===== src/rtl/rbk_pkg.sv =====
// Shared types for the anti-rollback gate.
// Assumes version words are 32 bits with fixed byte fields.
package rbk_pkg;

    typedef struct packed {
        logic [7:0] major;
        logic [7:0] minor;
        logic [7:0] secver;
        logic [7:0] build;
    } fw_ver_t;

    typedef enum logic [2:0] {
        VERDICT_OK        = 3'd0,
        VERDICT_STALE     = 3'd1,
        VERDICT_SEC_LOW   = 3'd2,
        VERDICT_SEC_RANGE = 3'd3,
        VERDICT_OTP_BAD   = 3'd4
    } verdict_e;

endpackage


===== src/rtl/therm_decode.sv =====
// Decodes a thermometer-coded counter: counts the set bits and flags a
// pattern that has a set bit above a clear bit.
// Assumes W >= 2.
module therm_decode #(
    parameter int W  = 128,
    localparam int CW = $clog2(W + 1)
) (
    input  logic [W-1:0]  pattern,
    output logic [CW-1:0] level,
    output logic          bad
);
    logic [W-2:0] gap;

    // Population count of the stored pattern.
    always_comb begin
        level = '0;
        for (int i = 0; i < W; i++) begin
            level = level + CW'(pattern[i]);
        end
    end

    // A gap exists where bit i+1 is set but bit i is clear.
    for (genvar g = 0; g < W - 1; g++) begin : g_gap
        assign gap[g] = pattern[g+1] & ~pattern[g];
    end

    // Any gap marks the pattern as corrupt.
    assign bad = |gap;

endmodule


===== src/rtl/therm_encode.sv =====
// Builds a thermometer pattern with the lowest `level` bits set.
// Assumes level is an 8-bit count; values above W saturate to all ones.
module therm_encode #(
    parameter int W = 128
) (
    input  logic [7:0]   level,
    output logic [W-1:0] pattern
);
    // Bit i is set when the level exceeds i.
    for (genvar g = 0; g < W; g++) begin : g_bit
        assign pattern[g] = (32'(level) > 32'(g));
    end

endmodule


===== src/rtl/verdict_logic.sv =====
// Combinational decision: applies the corrupt, range, security-floor and
// freshness rules to a candidate and picks the highest-priority reason.
// Assumes otp_level and otp_bad come from a therm_decode of the same width.
module verdict_logic
    import rbk_pkg::*;
#(
    parameter int W  = 128,
    localparam int CW = $clog2(W + 1)
) (
    input  fw_ver_t        cand,
    input  fw_ver_t        inst,
    input  logic [CW-1:0]  otp_level,
    input  logic           otp_bad,
    output verdict_e       verdict
);
    logic newer;
    logic sec_low;
    logic sec_range;

    // Individual rule results.
    always_comb begin
        newer     = (32'(cand) > 32'(inst));
        sec_low   = (32'(cand.secver) < 32'(otp_level));
        sec_range = (32'(cand.secver) > 32'(W));
    end

    // Priority encoding of the failing rules.
    always_comb begin
        if (otp_bad)        verdict = VERDICT_OTP_BAD;
        else if (sec_range) verdict = VERDICT_SEC_RANGE;
        else if (sec_low)   verdict = VERDICT_SEC_LOW;
        else if (!newer)    verdict = VERDICT_STALE;
        else                verdict = VERDICT_OK;
    end

endmodule


===== src/rtl/rollback_guard.sv =====
// Anti-rollback gate for one core. Registers a verdict one cycle after
// check_req. It keeps an acceptance pending until load_ok arrives, then
// issues a single set-only write that raises the thermometer counter.
// Assumes check_req and load_ok are not asserted in the same cycle and that
// otp_q reflects the array contents (updated after each otp_we).
module rollback_guard
    import rbk_pkg::*;
#(
    parameter int CTR_W = 128,
    localparam int CW = $clog2(CTR_W + 1)
) (
    input  logic             clk,
    input  logic             rst_n,
    input  logic             check_req,
    input  logic [31:0]      cand_ver,
    input  logic [31:0]      inst_ver,
    input  logic [CTR_W-1:0] otp_q,
    input  logic             rollback_fuse,
    input  logic             load_ok,
    output logic             done,
    output logic             accept,
    output logic             reject,
    output logic [2:0]       verdict,
    output logic             otp_we,
    output logic [CTR_W-1:0] otp_wd
);
    logic [CW-1:0]    otp_level;
    logic             otp_bad;
    verdict_e         verdict_c;
    logic             pending;
    logic [7:0]       commit_level;
    logic [CTR_W-1:0] commit_pat;
    fw_ver_t          cand_s;
    fw_ver_t          inst_s;

    assign cand_s = fw_ver_t'(cand_ver);
    assign inst_s = fw_ver_t'(inst_ver);

    therm_decode #(.W(CTR_W)) u_decode (
        .pattern (otp_q),
        .level   (otp_level),
        .bad     (otp_bad)
    );

    verdict_logic #(.W(CTR_W)) u_verdict (
        .cand      (cand_s),
        .inst      (inst_s),
        .otp_level (otp_level),
        .otp_bad   (otp_bad),
        .verdict   (verdict_c)
    );

    therm_encode #(.W(CTR_W)) u_encode (
        .level   (commit_level),
        .pattern (commit_pat)
    );

    // Registers the verdict and tracks whether an acceptance awaits commit.
    always_ff @(posedge clk) begin
        if (!rst_n) begin
            done         <= 1'b0;
            accept       <= 1'b0;
            reject       <= 1'b0;
            verdict      <= 3'd0;
            pending      <= 1'b0;
            commit_level <= 8'd0;
        end else begin
            done <= check_req;
            if (check_req) begin
                accept       <= (verdict_c == VERDICT_OK);
                reject       <= (verdict_c != VERDICT_OK);
                verdict      <= verdict_c;
                pending      <= (verdict_c == VERDICT_OK);
                commit_level <= cand_s.secver;
            end else if (load_ok) begin
                pending <= 1'b0;
            end
        end
    end

    // Issues one set-only write per acceptance when the fuse allows it.
    always_ff @(posedge clk) begin
        if (!rst_n) begin
            otp_we <= 1'b0;
            otp_wd <= '0;
        end else begin
            otp_we <= load_ok && pending && rollback_fuse && !check_req;
            if (load_ok && pending && rollback_fuse && !check_req) begin
                otp_wd <= otp_q | commit_pat;
            end
        end
    end

    // the two verdict flags are mutually exclusive.
    p_exclusive_r7: assert property (@(posedge clk) disable iff (!rst_n)
        !(accept && reject));

    // a request is always answered by done in the next cycle.
    p_done_follows_r7: assert property (@(posedge clk) disable iff (!rst_n)
        check_req |=> done);

    // a corrupt counter forces a reject with the corrupt reason.
    p_corrupt_rejects_r5: assert property (@(posedge clk) disable iff (!rst_n)
        (check_req && otp_bad) |=> (reject && verdict == 3'd4));

    // a write only follows load completion with the fuse set.
    p_fuse_gate_r9: assert property (@(posedge clk) disable iff (!rst_n)
        otp_we |-> ($past(rollback_fuse) && $past(load_ok)));

    // the written pattern keeps every bit that was already set.
    p_sets_only_r10: assert property (@(posedge clk) disable iff (!rst_n)
        otp_we |-> ((otp_wd & $past(otp_q)) == $past(otp_q)));

endmodule


===== config.mk =====
export PLATFORM = sky130hd
export DESIGN_NAME = rollback_guard
export DESIGN_NICKNAME = d
export VERILOG_FILES = /design/src/rtl/rbk_pkg.sv /design/src/rtl/therm_decode.sv /design/src/rtl/therm_encode.sv /design/src/rtl/verdict_logic.sv /design/src/rtl/rollback_guard.sv
export SDC_FILE = /design/constraint.sdc
export NUM_CORES = 1
export LEC_CHECK = 0
export CAP_MARGIN = 5
export CORE_ASPECT_RATIO = 1.1
export CORE_MARGIN = 2
export CORE_UTILIZATION = 63
export DETAILED_ROUTE_END_ITERATION = 7
export DONT_BUFFER_PORTS = 1
export GPL_TIMING_DRIVEN = 0
export PLACE_DENSITY = 0.8
export SLEW_MARGIN = 25
export SYNTH_ARGS = -nofsm -noshare
export SYNTH_HDL_FRONTEND = slang
export SYNTH_SLANG_ARGS = --single-unit

===== constraint.sdc =====
create_clock -name clk -period 9.57 [get_ports clk]
set_input_delay 0.4785 -clock clk [delete_from_list [all_inputs] [get_ports clk]]
set_output_delay 0.4785 -clock clk [all_outputs]
set_load 0.1 [all_outputs]

* After elaboration in Yosys (flattened, before gate mapping)
Index checks and enable logic that the tools add are counted.
Word-level totals: bits in registers 144, input bits 197, output and inout bits 135, word-level logic and storage cells 535
Cells by class: add/subtract/negate cells 127, $lt $le $gt $ge 131, mux-type cells 6, bitwise gates (word level) 255, reduce and logical (&&, ||, !) cells 8
Operators by type and width (count):
- adder 8 x 1 -> 8 bit | 126
- greater-than comparator 8 x 7 -> 1 bit, second input constant | 64
- greater-than comparator 8 x 6 -> 1 bit, second input constant | 32
- greater-than comparator 8 x 5 -> 1 bit, second input constant | 16
- OR 128 bit | 1
- bitwise AND 1 bit | 127
- inverter 1 bit | 127
- OR reduction 127 bit | 1
- greater-than comparator 8 x 4 -> 1 bit, second input constant | 8
- greater-than comparator 32 bit | 1
- greater-than comparator 8 x 3 -> 1 bit, second input constant | 4
- greater-than comparator 8 x 1 -> 1 bit, second input constant | 2
- greater-than comparator 8 x 2 -> 1 bit, second input constant | 2
- 2-to-1 mux 3 bit | 3
- greater-than comparator 8 bit, second input constant | 1
- < comparator 8 bit | 1
- logical AND 1 bit | 3
- zero test 3 bit | 1
- 2-to-1 mux 1 bit | 3
- nonzero test 3 bit | 1
- adder 1 x 1 -> 2 bit | 1
- nonzero test 2 bit | 1
- zero test 1 bit | 1

* Logic depth before layout (Yosys ltp)
word-level depth 133, mapped depth 33, gate-level depth less buffers 33

* Modules after synthesis
From an unflattened synthesis, not the netlist that was laid out.
Second synthesis, totals: cells, all modules 1501, area total of the unflattened synthesis 12620.9 µm²
By module, submodules not included:
- rollback_guard | instances 1, cells an instance 607, area an instance 5803.1 µm², seq. area each 2882.8 µm²
- therm_decode | instances 1, cells an instance 466, area an instance 4166.5 µm², seq. area each 0.0 µm²
- therm_encode | instances 1, cells an instance 287, area an instance 1620.3 µm², seq. area each 0.0 µm²
- verdict_logic | instances 1, cells an instance 141, area an instance 1031.0 µm², seq. area each 0.0 µm²

* Worst setup path after synthesis
No wires, ideal clock.
kind input to register, start point input port otp_q[0], end point register verdict[1], library setup time 0.058 ns, arrival time 8.240 ns, data required time 9.512 ns, slack 1.272 ns, stages 29, buffers on the path 0, cell sequence ha_1 inv_1 fa_1 fa_1 fa_1 fa_1 fa_1 fa_1 fa_1 fa_1 fa_1 fa_1 inv_1 fa_1 inv_1 fa_1 inv_1 a21oi_1 o21bai_1 a21o_1 a21oi_1 xor2_1 ha_1 nand2_1 nor2_1 a211oi_1 o21ai_0 a2111oi_0 o21a_1
On the way: word-level cells in the longest chain between the ends 131, elaborated cells on any way between the ends 134, classes of those cells add/sub: 127; order compare: 1; mux: 3; bitwise: 2; reduce/logical: 1
RTL lines:
- start: declaration | line rollback_guard.sv:17 | input logic [CTR_W-1:0] otp_q,
- adder 1 x 1 -> 2 bit | line therm_decode.sv:18 | level = level + CW'(pattern[i]);
- adder 8 x 1 -> 8 bit (126 in a row) | line therm_decode.sv:18
- < comparator 8 bit | line verdict_logic.sv:23 | sec_low = (32'(cand.secver) < 32'(otp_level));
- 2-to-1 mux 3 bit | line verdict_logic.sv:31 | else if (sec_low) verdict = VERDICT_SEC_LOW;
- 2-to-1 mux 3 bit | line verdict_logic.sv:30 | else if (sec_range) verdict = VERDICT_SEC_RANGE;
- 2-to-1 mux 3 bit (*) | line verdict_logic.sv:29 | if (otp_bad) verdict = VERDICT_OTP_BAD;
- end signal: assignment | line rollback_guard.sv:72 | verdict <= verdict_c;
- end: declaration | line rollback_guard.sv:23 | output logic [2:0] verdict,
Mark *: on every way between the ends. The rest lies on a longest branch, timed or not. A chain may end at the register's enable or synchronous reset.

* Worst setup path after layout
start point input port otp_q[54], end point register verdict[1]
On the way: word-level cells in the longest chain between the ends 78, elaborated cells on any way between the ends 82, classes of those cells add/sub: 74; order compare: 1; mux: 3; bitwise: 3; reduce/logical: 1
RTL lines (line):
- adder 8 x 1 -> 8 bit (74 in a row) | therm_decode.sv:18
- < comparator 8 bit | verdict_logic.sv:23
- 2-to-1 mux 3 bit | verdict_logic.sv:31
- 2-to-1 mux 3 bit | verdict_logic.sv:30
- 2-to-1 mux 3 bit (*) | verdict_logic.sv:29
Marks and branches as above.

==> impl_metrics.py <==
metrics = {
    "floorplan": {
        "io_pins": 332,
        "row_count": 51,
        "core_sq_mm": 0.0177,
        "die_w_um": 132,
        "die_area_sq_mm": 0.0190,
        "start_util": 0.640,
        "die_h_um": 145,
    },
    "synthesis": {
        "synth_edf_count": 0,
        "synth_area_sq_mm": 0.0113,
        "yosysTopAreaCell": "dfxtp_1",
        "ys_types": 62,
        "syn-num-nets": 1763,
        "ys_seq_area_frac": 0.255,
        "ys.flop_type": "dfxtp_1",
        "post-synth-top-count-cell": "inv_1",
        "yosys_warnings": 0,
        "synth_area_leaders": "dfxtp_1 25%, fa_1 20%, ha_1 7.2%, inv_1 6.9%, a21oi_1 6.7%",
        "async_flop_share": 0,
        "synth_cells": 1386,
        "yosysTopAreaCellShare": 0.255,
        "synth-seq-cells": 144,
        "synthTopCellsByCount": "209 x inv_1, 151 x a21oi_1, 144 x dfxtp_1",
        "syn_area_per_cell_sq_um": 8.16,
    },
    "cells_and_area": {
        "nets": 1782,
        "drive_above_1_share": 0.0324,
        "fin_cells": 1659,
        "area_growth_pct": 7.77,
        "utilization": 0.690,
        "fillerInstances": 1454,
    },
    "sta": {
        "worst_slack_ps": 843,
        "tightest_slew_ps": 1090,
        "timing.final.crit_share": 0.912,
        "hold_violations": 0,
        "clock_skew_ps": 9.91,
        "finalSetupTns_ps": 0,
        "slew_headroom": 0.271,
        "rsz0062_at_grt": "no",
        "setup_viol": 0,
        "max_freq_ghz": 0.115,
        "drv_slew": 0,
        "period_minus_slack_ps": 8730,
    },
    "critical_path": {
        "cpLargestDelayFamily": "adder cells",
        "cp_slowest_cell": "a2111oi_0",
        "cp-end-kind": "flop",
        "critPathMaxFanout": 4,
        "worstSetupStartpoint": "otp_q[54]",
        "path_common_cell": "fa_1",
        "critPathBufInv": 6,
        "path_class": "in2reg",
        "cp_slowest_stage_delay_ps": 610,
        "r2r-start": "pending$_SDFFE_PN0P_",
        "cp_data_arrival_time_ps": 9110,
        "crit_path_start_kind": "primary input",
        "required_ps": 9950,
    },
    "route": {
        "num_vias": 12100,
        "drt_iter0_markers": 1873,
        "totalWireLength_mm": 53.7,
        "post-route-drc-count": 38,
        "drt_first_pass_iters": 8,
        "wl_per_cell_um": 32.3,
        "viasPerCell": 7.27,
        "ant_nets": 0,
    },
    "place": {
        "dp_hpwl_mm": 43.9,
        "pre_cts_ws_ps": 519,
        "gp_congestion": 1.21,
        "io_buffers": 0,
        "placed_cells": 1624,
    },
    "cts": {
        "cts.clk_slew.worst_paths_ps": 70,
        "postCtsSetupBuffers": 0,
        "numCtsBuffers": 17,
        "clockBufferDepth": 2,
        "cts_tree": "yes",
        "clock_latency_ps": 430,
        "numClockSinks": 144,
        "cts_root_buffer": "clkbuf_16",
        "cts_max_level": 4,
        "ctsHoldBuffers": 0,
        "post_cts_resized": 0,
    },
    "outcome": {
        "status": "finished, violations left",
        "violations": "DRC",
    },
    "global_route": {
        "grt_start_max_net_pins": 17,
        "grt_pass1_vias": 11600,
        "antenna_found_initial": 5,
        "grt_usage": 0.556,
        "overflow": 0,
        "grt_pass1_wl_mm": 75.5,
    },
    "worst_hold_path": {
        "hp-start": "otp_q[77]",
        "hold_path_class": "in2reg",
    },
    "flow_run": {
        "maxCapViolCount": 0,
    },
}
[cell families (layout without fill, tap and decap cells)]
family                     Yosys count  after routing  share of synthesized area
DFF                                144            144                      0.255
other                                0              3                          0
and+or+nand+nor                    366            366                      0.163
buffers and inverters              279            311                     0.0930
xor gates and xnor gates             5              5                    0.00387
adders and majority gates          180            180                      0.275
AOI/OAI and AO/OA                  403            403                      0.202
muxes                                9              9                    0.00797
[cell usage in the layout (no fill, tap or decap), types with 4 or more instances in the layout]
master     count
buf_1          5
clkbuf_16     17
inv_1        209
nor2b_1        9
nand2_1       34
dfxtp_1      144
and2_1        19
a21o_1         7
o22ai_1       12
nand2b_1      49
nor3_1        51
fa_1         115
o21ai_0      143
and3_1         5
ha_1          65
nor2_1       126
clkbuf_1      63
a211oi_1      12
mux2i_1        9
nand4_1       30
a31oi_1       36
a21oi_1      151
clkinv_4       4
nand3_1        9
nor4_1        12
or2_2          6
inv_8          6
a311oi_1       8
[sequential cells by signal (all words and copies together), names as in the netlist]
name	flops
accept	1
done	1
verdict	3
commit_level	8
pending	1
reject	1
otp_wd	128
otp_we	1
[path summary, 6_finish.rpt]
path                                                 to  cells past startpoint  slack [ps]
worst max register to register  otp_wd[13]$_SDFFE_PN0P_                      6        6330
worst min register to register     pending$_SDFFE_PN0P_                      3         630
worst max-delay path            verdict[1]$_SDFFE_PN0P_                     30         840
worst min-delay path            otp_wd[77]$_SDFFE_PN0P_                      2         200
[cell type report]
| class | instances | area [sq um] | area share |
|---|---|---|---|
| Sequential cell | 144 | 2880 | 0.237 |
| Tap cell | 238 | 298 | 0.0244 |
| Inverter | 209 | 785 | 0.0644 |
| Buffer | 70 | 268 | 0.0220 |
| Clock buffer | 17 | 425 | 0.0349 |
| Multi-Input combinational cell | 963 | 7380 | 0.606 |
| Clock inverter | 15 | 141 | 0.0116 |
| Antenna cell | 3 | 7.51 | 0.000616 |
[metal layers]
| layer | GRT usage | up-vias | wire length, um |
|---|---|---|---|
| met5 | 0 | - | 45 |
| met2 | 0.796 | 1274 | 21600 |
| met1 | 0.611 | 5565 | 16400 |
| met4 | 0.476 | 6 | 6220 |
| li1 | - | 4759 | - |
| met3 | 0.286 | 462 | 9400 |
[worst register-to-register path, cell delays in order, from the launching register on]
cell	delay, ps
dfxtp_1	300
nor2b_1	190
and3_1	240
clkbuf_1	570
nand3_1	570
nor2_1	1000
a31oi_1	200
[metrics by stage]
stage,instance area (sq um),hold slack [ps]
floorplan,11300,573
global placement,11600,605
detailed placement,11600,605
CTS,12200,196
global route,12200,199
finish,12200,196
Power is left out: the tool's default activity adds up to more than one toggle a clock period on the data nets, which glitch-free logic cannot reach.
